==> config.mk <==
export PLATFORM = sky130hd
export DESIGN_NAME = mw_cmd_master
export DESIGN_NICKNAME = d
export VERILOG_FILES = /design/src/rtl/mw_pkg.sv /design/src/rtl/mw_half_tick.sv /design/src/rtl/mw_shift_seq.sv /design/src/rtl/mw_cmd_master.sv
export SDC_FILE = /design/constraint.sdc
export NUM_CORES = 1
export LEC_CHECK = 0
export ABC_AREA = 0
export BUFFER_PORTS_ARGS = -buffer_cell sky130_fd_sc_hd__buf_2
export CAP_MARGIN = 20
export CORE_MARGIN = 2
export CORE_UTILIZATION = 30
export DETAILED_ROUTE_END_ITERATION = 8
export PLACE_DENSITY_LB_ADDON = 0.25
export SETUP_SLACK_MARGIN = 0.4
export SKIP_LAST_GASP = 1
export SLEW_MARGIN = 20
export SYNTH_ARGS = -nofsm -noshare
export SYNTH_HDL_FRONTEND = slang
export SYNTH_SLANG_ARGS = --single-unit
==> constraint.sdc <==
create_clock -name clk -period 2 [get_ports clk]
set_clock_uncertainty 0.2 [all_clocks]
set_input_delay 0.2 -clock clk [delete_from_list [all_inputs] [get_ports clk]]
set_output_delay 0.2 -clock clk [all_outputs]
set_load 0.01 [all_outputs]
==> src/rtl/mw_pkg.sv <==
package mw_pkg;
    typedef enum logic {
        MW_IDLE = 1'b0,
        MW_RUN  = 1'b1
    } mw_mode_e;
endpackage

==> src/rtl/mw_half_tick.sv <==
module mw_half_tick #(
    parameter int HALF_DIV = 4
) (
    input  logic clk,
    input  logic rst_n,
    input  logic run_i,
    output logic tick_o
);
    localparam int CW = (HALF_DIV > 1) ? $clog2(HALF_DIV) : 1;

    logic [CW-1:0] cnt_d, cnt_q;

    assign tick_o = run_i && (cnt_q == CW'(HALF_DIV - 1));

    always_comb begin
        cnt_d = cnt_q;
        if (!run_i || tick_o) cnt_d = '0;
        else                  cnt_d = cnt_q + 1'b1;
    end

    always_ff @(posedge clk or negedge rst_n) begin
        if (!rst_n) cnt_q <= '0;
        else        cnt_q <= cnt_d;
    end
endmodule

==> src/rtl/mw_shift_seq.sv <==
module mw_shift_seq
    import mw_pkg::*;
#(
    parameter int CMD_W   = 8,
    parameter int MIN_LEN = 4,
    parameter int MAX_LEN = 16,
    parameter int LEN_W   = $clog2(MAX_LEN + 1)
) (
    input  logic               clk,
    input  logic               rst_n,
    input  logic               start_i,
    input  logic [CMD_W-1:0]   cmd_i,
    input  logic [LEN_W-1:0]   len_i,
    input  logic               sdi_i,
    input  logic               tick_i,
    output logic               run_o,
    output logic               sclk_o,
    output logic               cs_n_o,
    output logic               sdo_o,
    output logic [MAX_LEN-1:0] rx_word_o,
    output logic               done_o
);
    localparam int PER_W = $clog2(CMD_W + MAX_LEN + 2);

    typedef struct packed {
        mw_mode_e           mode;
        logic               sclk;
        logic               cs_n;
        logic               sdo;
        logic               done;
        logic [CMD_W-1:0]   cmd_sh;
        logic [MAX_LEN-1:0] rx_sh;
        logic [MAX_LEN-1:0] rx_word;
        logic [LEN_W-1:0]   len;
        logic [PER_W-1:0]   per;
    } seq_t;

    seq_t s_d, s_q;
    logic [LEN_W-1:0] len_clamped;
    logic [PER_W-1:0] last_per;
    logic [PER_W-1:0] next_per;

    always_comb begin
        if (len_i < LEN_W'(MIN_LEN))      len_clamped = LEN_W'(MIN_LEN);
        else if (len_i > LEN_W'(MAX_LEN)) len_clamped = LEN_W'(MAX_LEN);
        else                              len_clamped = len_i;
    end

    assign last_per = PER_W'(CMD_W) + PER_W'(s_q.len);
    assign next_per = s_q.per + 1'b1;

    always_comb begin
        s_d      = s_q;
        s_d.done = 1'b0;
        if (s_q.mode == MW_IDLE) begin
            if (start_i) begin
                s_d.mode   = MW_RUN;
                s_d.cs_n   = 1'b0;
                s_d.sclk   = 1'b0;
                s_d.sdo    = cmd_i[CMD_W-1];
                s_d.cmd_sh = cmd_i << 1;
                s_d.rx_sh  = '0;
                s_d.len    = len_clamped;
                s_d.per    = '0;
            end
        end else if (tick_i) begin
            if (!s_q.sclk) begin
                s_d.sclk = 1'b1;
                if (s_q.per > PER_W'(CMD_W))
                    s_d.rx_sh = {s_q.rx_sh[MAX_LEN-2:0], sdi_i};
            end else begin
                s_d.sclk = 1'b0;
                if (s_q.per == last_per) begin
                    s_d.mode    = MW_IDLE;
                    s_d.cs_n    = 1'b1;
                    s_d.sdo     = 1'b0;
                    s_d.done    = 1'b1;
                    s_d.rx_word = s_q.rx_sh;
                end else begin
                    s_d.per = next_per;
                    if (next_per < PER_W'(CMD_W)) begin
                        s_d.sdo    = s_q.cmd_sh[CMD_W-1];
                        s_d.cmd_sh = s_q.cmd_sh << 1;
                    end else begin
                        s_d.sdo = 1'b0;
                    end
                end
            end
        end
    end

    always_ff @(posedge clk or negedge rst_n) begin
        if (!rst_n) begin
            s_q      <= '0;
            s_q.mode <= MW_IDLE;
            s_q.cs_n <= 1'b1;
        end else begin
            s_q <= s_d;
        end
    end

    assign run_o     = (s_q.mode == MW_RUN);
    assign sclk_o    = s_q.sclk;
    assign cs_n_o    = s_q.cs_n;
    assign sdo_o     = s_q.sdo;
    assign rx_word_o = s_q.rx_word;
    assign done_o    = s_q.done;


    sclk_idle_low_chk: assert property (@(posedge clk) disable iff (!rst_n)
        s_q.cs_n |-> !s_q.sclk);


    done_single_chk: assert property (@(posedge clk) disable iff (!rst_n)
        s_q.done |=> !s_q.done);


    done_at_close_chk: assert property (@(posedge clk) disable iff (!rst_n)
        $rose(s_q.cs_n) |-> s_q.done);


    sdo_quiet_chk: assert property (@(posedge clk) disable iff (!rst_n)
        (!s_q.cs_n && s_q.per >= PER_W'(CMD_W)) |-> !s_q.sdo);


    busy_start_chk: assert property (@(posedge clk) disable iff (!rst_n)
        (!s_q.cs_n && start_i) |=> $stable(s_q.len));


    len_range_chk: assert property (@(posedge clk) disable iff (!rst_n)
        !s_q.cs_n |-> (s_q.len >= LEN_W'(MIN_LEN) && s_q.len <= LEN_W'(MAX_LEN)));


    rx_quiet_chk: assert property (@(posedge clk) disable iff (!rst_n)
        (!s_q.cs_n && s_q.per <= PER_W'(CMD_W)) |-> (s_q.rx_sh == '0));
endmodule

==> src/rtl/mw_cmd_master.sv <==
module mw_cmd_master #(
    parameter int HALF_DIV = 4,
    parameter int CMD_W    = 8,
    parameter int MIN_LEN  = 4,
    parameter int MAX_LEN  = 16,
    parameter int LEN_W    = $clog2(MAX_LEN + 1)
) (
    input  logic               clk,
    input  logic               rst_n,
    input  logic               start_i,
    input  logic [CMD_W-1:0]   cmd_i,
    input  logic [LEN_W-1:0]   reply_len_i,
    input  logic               sdi_i,
    output logic               sclk_o,
    output logic               cs_n_o,
    output logic               sdo_o,
    output logic [MAX_LEN-1:0] rx_word_o,
    output logic               done_o
);
    logic run_w;
    logic tick_w;

    mw_half_tick #(.HALF_DIV(HALF_DIV)) u_tick (
        .clk    (clk),
        .rst_n  (rst_n),
        .run_i  (run_w),
        .tick_o (tick_w)
    );

    mw_shift_seq #(
        .CMD_W   (CMD_W),
        .MIN_LEN (MIN_LEN),
        .MAX_LEN (MAX_LEN),
        .LEN_W   (LEN_W)
    ) u_seq (
        .clk       (clk),
        .rst_n     (rst_n),
        .start_i   (start_i),
        .cmd_i     (cmd_i),
        .len_i     (reply_len_i),
        .sdi_i     (sdi_i),
        .tick_i    (tick_w),
        .run_o     (run_w),
        .sclk_o    (sclk_o),
        .cs_n_o    (cs_n_o),
        .sdo_o     (sdo_o),
        .rx_word_o (rx_word_o),
        .done_o    (done_o)
    );
endmodule

==> impl_metrics.csv, run 1 <==
group,metric,value,unit
worst_hold_path,worstHoldPathCells,3,
drt,wl_met1,2657,um
drt,num_vias,1916,
synth,ys_ff_latch,56,
setup_path,slowest_delay,0.42,ns
finish,drive_above_1_share,0.4007,
synth,synth_nets,271,
floorplan,start_util,0.3053,
global_route,antenna_found_initial,0,
drt,top_layer,"met4",
floorplan,die_area,9553,um2
drt,drc_errors,0,
clock_tree,cts_sinks,56,
synth,async_flop_share,1.000,
drt,drt-pass1-iter-count,4,
sta,fin_ws,0.004835,ns
floorplan,rows,34,
global_route,first_global_vias,1953,
power,power.density,1151,nW/um2
sta,relSlewSlack,0.6565,
floorplan,die_h,97.74,um
sta,finalCritPeriodShare,0.9976,
setup_path,crit_required,2.01,ns
job,maxCapViolCount,0,
finish,mostFrequentLayoutCells,"dfrtp_1 (53), nand2_1 (51), buf_2 (36), buf_4 (22), nand3_1 (21)",
synth,synth_cell_types,40,
setup_path,r2r_cells,6,
power,ir_worst_vdd,0.0003692,V
synth,synth_edf_count,0,
synth,synth_area,2636,um2
global_route,grt.total_usage,0.1201,
synth,ys.flop_type,"dfrtp_1",
power,p_leak,1.742,nW
setup_path,crit_path_top_delay_cell,"dfrtp_1",
setup_path,cp_max_fo,8,
floorplan,die_width,97.74,um
global_route,grt_first_pass_wirelength,9528,um
finish,syn_to_final_growth,28.81,%
global_route,grt_max_degree,23,
sta,hold_ws,0.002221,ns
synth,yosysSeqAreaShare,0.5320,
setup_path,crit_chain,"xor2_2 > nor4_4 > and2_4 > nand3_4 > buf_12 > mux2_4",
placement,port_buffers,36,
worst_hold_path,worstHoldPathType,"in -> reg",
finish,final_common_cell,"dfrtp_1",
placement,post-place-ws,-0.06729,ns
placement,gp_congestion,0.7973,
finish,utilization,0.3932,
sta,rsz0062_at_grt,"yes",
clock_tree,clock_latency,0.32,ns
setup_path,crit_type,"reg -> reg",
clock_tree,path_clk_slew,0.12,ns
placement,hpwlAfterDp,3773,um
floorplan,ios,37,
sta,setup_viol,0,
status,status,"completed",
setup_path,critPathCaptureType,"flop",
drt,vias_per_cell,4.617,
sta,min_period,1.995,ns
drt,final_antenna_net_count,0,
setup_path,start_kind,"flop",
clock_tree,ctsHtreeMaxLevel,2,
sta,fmaxAchievable,0.5012,GHz
power,power,0.003909,W
floorplan,coreArea,8636,um2
drt,postRouteWirelength,5632,um
synth,netlist_instances,251,
global_route,grt-ovfl-total,0,
drt,drt_iter0_drc,83,
synth,ys.warnings.count,0,
sta,tightest_slew,0.5153,ns
sta,final-max-slew-violation-count,0,
clock_tree,numCtsBuffers,5,
drt,wl_met2,2710,um
finish,layout.nets,326,
drt,wl_per_cell,13.57,um
finish,diodes,0,
synth,avgSynthCellArea,10.50,um2
clock_tree,cts-root-buf,"clkbuf_8",
clock_tree,cts_tree,"built",
clock_tree,cts_buffer_depth,2,
setup_path,worstPathArrival,2.01,ns
drt,dr_wl_met3,210,um
sta,hold_viol,0,
[final cells by class]
| type | count | area (um2) |
|---|---|---|
| clock buffers | 5 | 68.82 |
| fillers | 830 | 5240 |
| inverters | 12 | 45.04 |
| multi-input cells | 156 | 1167 |
| repair buffers | 75 | 548.0 |
| clock inverters | 3 | 26.28 |
| flip-flops and latches | 56 | 1405 |
| well taps | 108 | 135.1 |
[cell usage after synthesis (5+ instances only)]
cell	count	area share
mux2_4	9	0.051
a221oi_1	5	0.017
nor2_1	11	0.016
xnor2_1	5	0.017
buf_4	16	0.046
inv_1	12	0.017
xor2_1	5	0.017
o21ai_0	6	0.011
nand3_1	21	0.040
mux2_2	8	0.034
dfrtp_1	55	0.52
buf_2	5	0.0095
nand2_1	54	0.077
[stage by stage]
step | setup TNS [ns] | cells | cell area, um2
final | 0 | 415 | 3396
after detailed placement | -0.1920 | 390 | 3038
after global routing | -0.6295 | 415 | 3396
after CTS | -0.02794 | 413 | 3348
after global placement | -0.03551 | 390 | 3038
after floorplan | -0.5723 | 251 | 2716
[report_power, final]
part,total (W),leakage (nW),internal [W],switching [W]
combinational,0.00168,0.965,0.000807,0.000869
sequential,0.00157,0.734,0.00137,0.000195
clock,0.000666,0.0423,0.000256,0.000410
total,0.00391,1.74,0.00244,0.00147
[path summary, 6_finish.rpt]
path / from / endpoint / slack (ns)
worst max-delay path: u_seq.s_q[6] / u_seq.rx_word_o[1] / 0.005
worst min-delay path: reply_len_i[2] / u_seq.s_q[7] / 0.002
worst max register to register: u_seq.s_q[6] / u_seq.rx_word_o[1] / 0.005
worst min register to register: u_tick.cnt_q[0] / u_tick.cnt_q[0] / 0.23
max in group asynchronous: rst_n / u_seq.s_q[29] / 0.80
min in group asynchronous: rst_n / u_seq.sclk_o / 0.20
[registers in the layout, summed over array words and instances (netlist names)]
signal / cells
u_seq.cs_n_o: 1
u_seq.done_o: 1
u_seq.run_o: 1
u_seq.rx_word_o: 16
u_seq.s_q: 33
u_seq.sclk_o: 1
u_seq.sdo_o: 1
u_tick.cnt_q: 2
[what timing repair did]
action / CTS / global route
setup buffers: 3 / 2
hold buffers: 12 / 0
endpoints found under the setup margin: 48 / 49
gates resized for setup: 18 / 7
endpoints found under the hold margin: 29 / 0
pin swaps: 12 / 8
gates cloned: 0 / 0
[worst max-delay path, delay by kind of cell (launching register included)]
| kind | cells | cell delay, ns |
|---|---|---|
| DFF | 1 | 0.42 |
| buffers and inverters | 1 | 0.17 |
| and+or+nand+nor | 3 | 0.62 |
| muxes | 1 | 0.29 |
| xor gates and xnor gates | 1 | 0.19 |
[logic make-up after synthesis]
group | count (synthesis) | synth area share
xor+xnor | 10 | 0.03322
fa+ha+maj | 3 | 0.01424
compound gates | 28 | 0.07879
mux | 17 | 0.08543
buf+inv | 39 | 0.08400
simple gates | 98 | 0.1723
flops | 56 | 0.5320
[routing by layer]
layer,vias to the layer above,global-route usage
met3,4,0.02720
met4,0,0.03098
met5,-,0
li1,924,-
met2,31,0.1894
met1,957,0.1687
Power figures use the tool's default switching activity.
==> run 2: changes to the inputs <==
ABC_AREA = 1   (was 0)
==> run 2 against run 1 <==
Clock power down 6.0%. Count of clock-buffer cells in the layout up 1. Largest power group unchanged. Highest routed layer unchanged. Fmax up 17%. Via count up 14%.
==> impl_metrics.csv, run 2 <==
group,metric,value,unit
setup_path,crit_end,"u_seq.s_q[26]",
synth,synth_area,2758,um2
sta,setup_viol,0,
global_route,grt_max_degree,57,
setup_path,startpoint,"u_seq.s_q[0]",
synth,yosysSeqAreaShare,0.5086,
synth,synth-compound-area-share,0.1343,
job,maxCapViolCount,0,
clock_tree,cts_buffer_depth,2,
sta,relSlewSlack,0.7942,
sta,hold_viol,0,
setup_path,crit_required,2.00,ns
synth,yosys-top-cells-count,"nand2_1 (67), dfrtp_1 (55), inv_1 (29)",
drt,wl_per_cell,13.37,um
global_route,grt.total_usage,0.1272,
synth,yosysMostFrequentCell,"nand2_1",
synth,ys_ff_latch,56,
synth,async_flop_share,1.000,
floorplan,die_area,9975,um2
synth,synth_area_leader_cell,"dfrtp_1",
placement,dp_cells,424,
synth,synth_nets,321,
floorplan,ios,37,
sta,final-max-slew-violation-count,0,
sta,min_period,1.705,ns
setup_path,start_kind,"flop",
drt,num_vias,2193,
status,status,"completed",
floorplan,rows,34,
global_route,grt-ovfl-total,0,
floorplan,die_h,99.88,um
drt,drc_errors,0,
synth,yosys.area_share.simple,0.2087,
finish,final_common_cell,"dfrtp_1",
finish,drive_above_1_share,0.4793,
drt,final_antenna_net_count,0,
drt,postRouteWirelength,6296,um
setup_path,crit_type,"reg -> reg",
sta,fmaxAchievable,0.5863,GHz
placement,hpwlAfterDp,3693,um
finish,largest_reg_flops,33,
finish,layout.cells.non_filler,471,
setup_path,r2r_cells,8,
power,power.density,1201,nW/um2
power,ir_worst_vdd,0.0004697,V
synth,netlist_instances,301,
floorplan,die_width,99.88,um
worst_hold_path,worstHoldPathType,"in -> reg",
sta,fin_ws,0.2945,ns
floorplan,coreArea,8806,um2
setup_path,cp_max_fo,8,
clock_tree,path_clk_slew,0.11,ns
clock_tree,cts_tree,"built",
finish,syn_to_final_growth,38.02,%
clock_tree,numCtsBuffers,5,
global_route,grt_first_pass_wirelength,10290,um
synth,synth_edf_count,0,
placement,gp_congestion,0.8125,
setup_path,rr_startpoint,"u_seq.s_q[0]",
synth,ys.flop_type,"dfrtp_1",
clock_tree,clock_latency,0.31,ns
sta,finalSetupTns,0,ns
synth,synth_cell_types,29,
sta,finalCritPeriodShare,0.8527,
synth,avgSynthCellArea,9.162,um2
clock_tree,ctsHtreeMaxLevel,2,
finish,diodes,0,
clock_tree,cts_sinks,56,
synth,synth_area_leaders,"dfrtp_1 (50%), nand2_1 (9.1%), buf_4 (5.4%)",
sta,rsz0062_at_grt,"yes",
setup_path,ff2ff_setup_slack,0.29,ns
global_route,antenna_found_initial,0,
finish,layout.nets,382,
finish,regMostFlops,"u_seq.s_q",
sta,tightest_slew,0.3086,ns
synth,synth_xor_area_frac,0,
setup_path,r2r_end,"u_seq.s_q[26]",
placement,port_buffers,36,
global_route,first_global_vias,2152,
synth,synth_top_family_by_area,"simple AND/OR/NAND/NOR gates",
power,p_leak,1.841,nW
clock_tree,cts-root-buf,"clkbuf_8",
drt,vias_per_cell,4.656,
setup_path,worstPathArrival,1.70,ns
floorplan,start_util,0.3132,
drt,drt_iter0_drc,67,
placement,post-place-ws,0.1981,ns
finish,mostFrequentLayoutCells,"dfrtp_1 (51), nand2_1 (40), buf_2 (36), inv_1 (26)",
synth,ys.warnings.count,0,
synth,synth.top_cell.area_share,0.4991,
synth,synth-adder-area-share,0.01361,
setup_path,critPathCaptureType,"flop",
drt,drt-pass1-iter-count,4,
synth,synth_mux_area_frac,0,
-- run 2: area by class of cell --
type	count	area, um2
repair buffers	83	714.4
inverters	39	156.4
well taps	108	135.1
fillers	866	5000
clock buffers	6	72.57
multi-input cells	177	1304
clock inverters	2	16.27
flip-flops and latches	56	1408
-- run 2: layer usage --
| layer | GRT usage | up-vias | share of wire |
|---|---|---|---|
| met1 | 0.1695 | 1061 | 0.46 |
| li1 | - | 1083 | - |
| met3 | 0.02577 | 9 | 0.032 |
| met5 | 0 | - | 0 |
| met2 | 0.2121 | 40 | 0.50 |
| met4 | 0.03372 | 0 | 0.0084 |
-- run 2: power by group --
part	internal, W	switching, W
combinational	0.000897	0.00113
clock	0.000250	0.000376
sequential	0.00157	0.000347
total	0.00272	0.00185
-- run 2: repair_timing --
action,CTS,global route
endpoints found under the hold margin,64,0
resized for setup,39,53
cloned,2,3
hold buffers,10,0
setup buffers,15,9
setup endpoints to repair,48,49
pin swaps,5,18
-- run 2: how the worst min path moves through the flow --
stage,start,endpoint,depth (start not counted)
final,cmd_i[4],u_seq.s_q[47],4
after floorplan,rst_n,u_seq.done_o,0
after global routing,cmd_i[2],u_seq.s_q[45],4
after CTS,cmd_i[4],u_seq.s_q[47],4
after global placement,rst_n,u_seq.rx_word_o[3],2
after detailed placement,rst_n,u_seq.rx_word_o[3],2
-- run 2: critical path, cell delays in order (launching register included) --
cell and delay, ns:
dfrtp_2 0.45, inv_2 0.10, ha_4 0.13, a21oi_2 0.06, o31ai_2 0.21, inv_2 0.13, buf_12 0.17, nand3_1 0.06
o21ai_1 0.08
-- run 2: cell families (layout without fill, tap and decap cells) --
kind of cell             Yosys count  in the layout
adder cells (fa/ha/maj)            3              3
buffers and inverters             68            130
flip-flops                        56             56
AND/OR/NAND/NOR                  119            119
AO/OA/AOI/OAI                     55             55
-- run 2: metrics by stage --
step	total power, W	area, um2	util	hold WS [ns]
global placement	0.003270	2948	0.3348	0.02893
detailed placement	0.003296	2948	0.3348	0.02981
floorplan	0.003003	2760	-	-0.2956
finish	0.004571	3806	0.4322	0.08008
global route	0.004938	3806	0.4322	0.1131
CTS	0.004255	3453	0.3922	0.06469
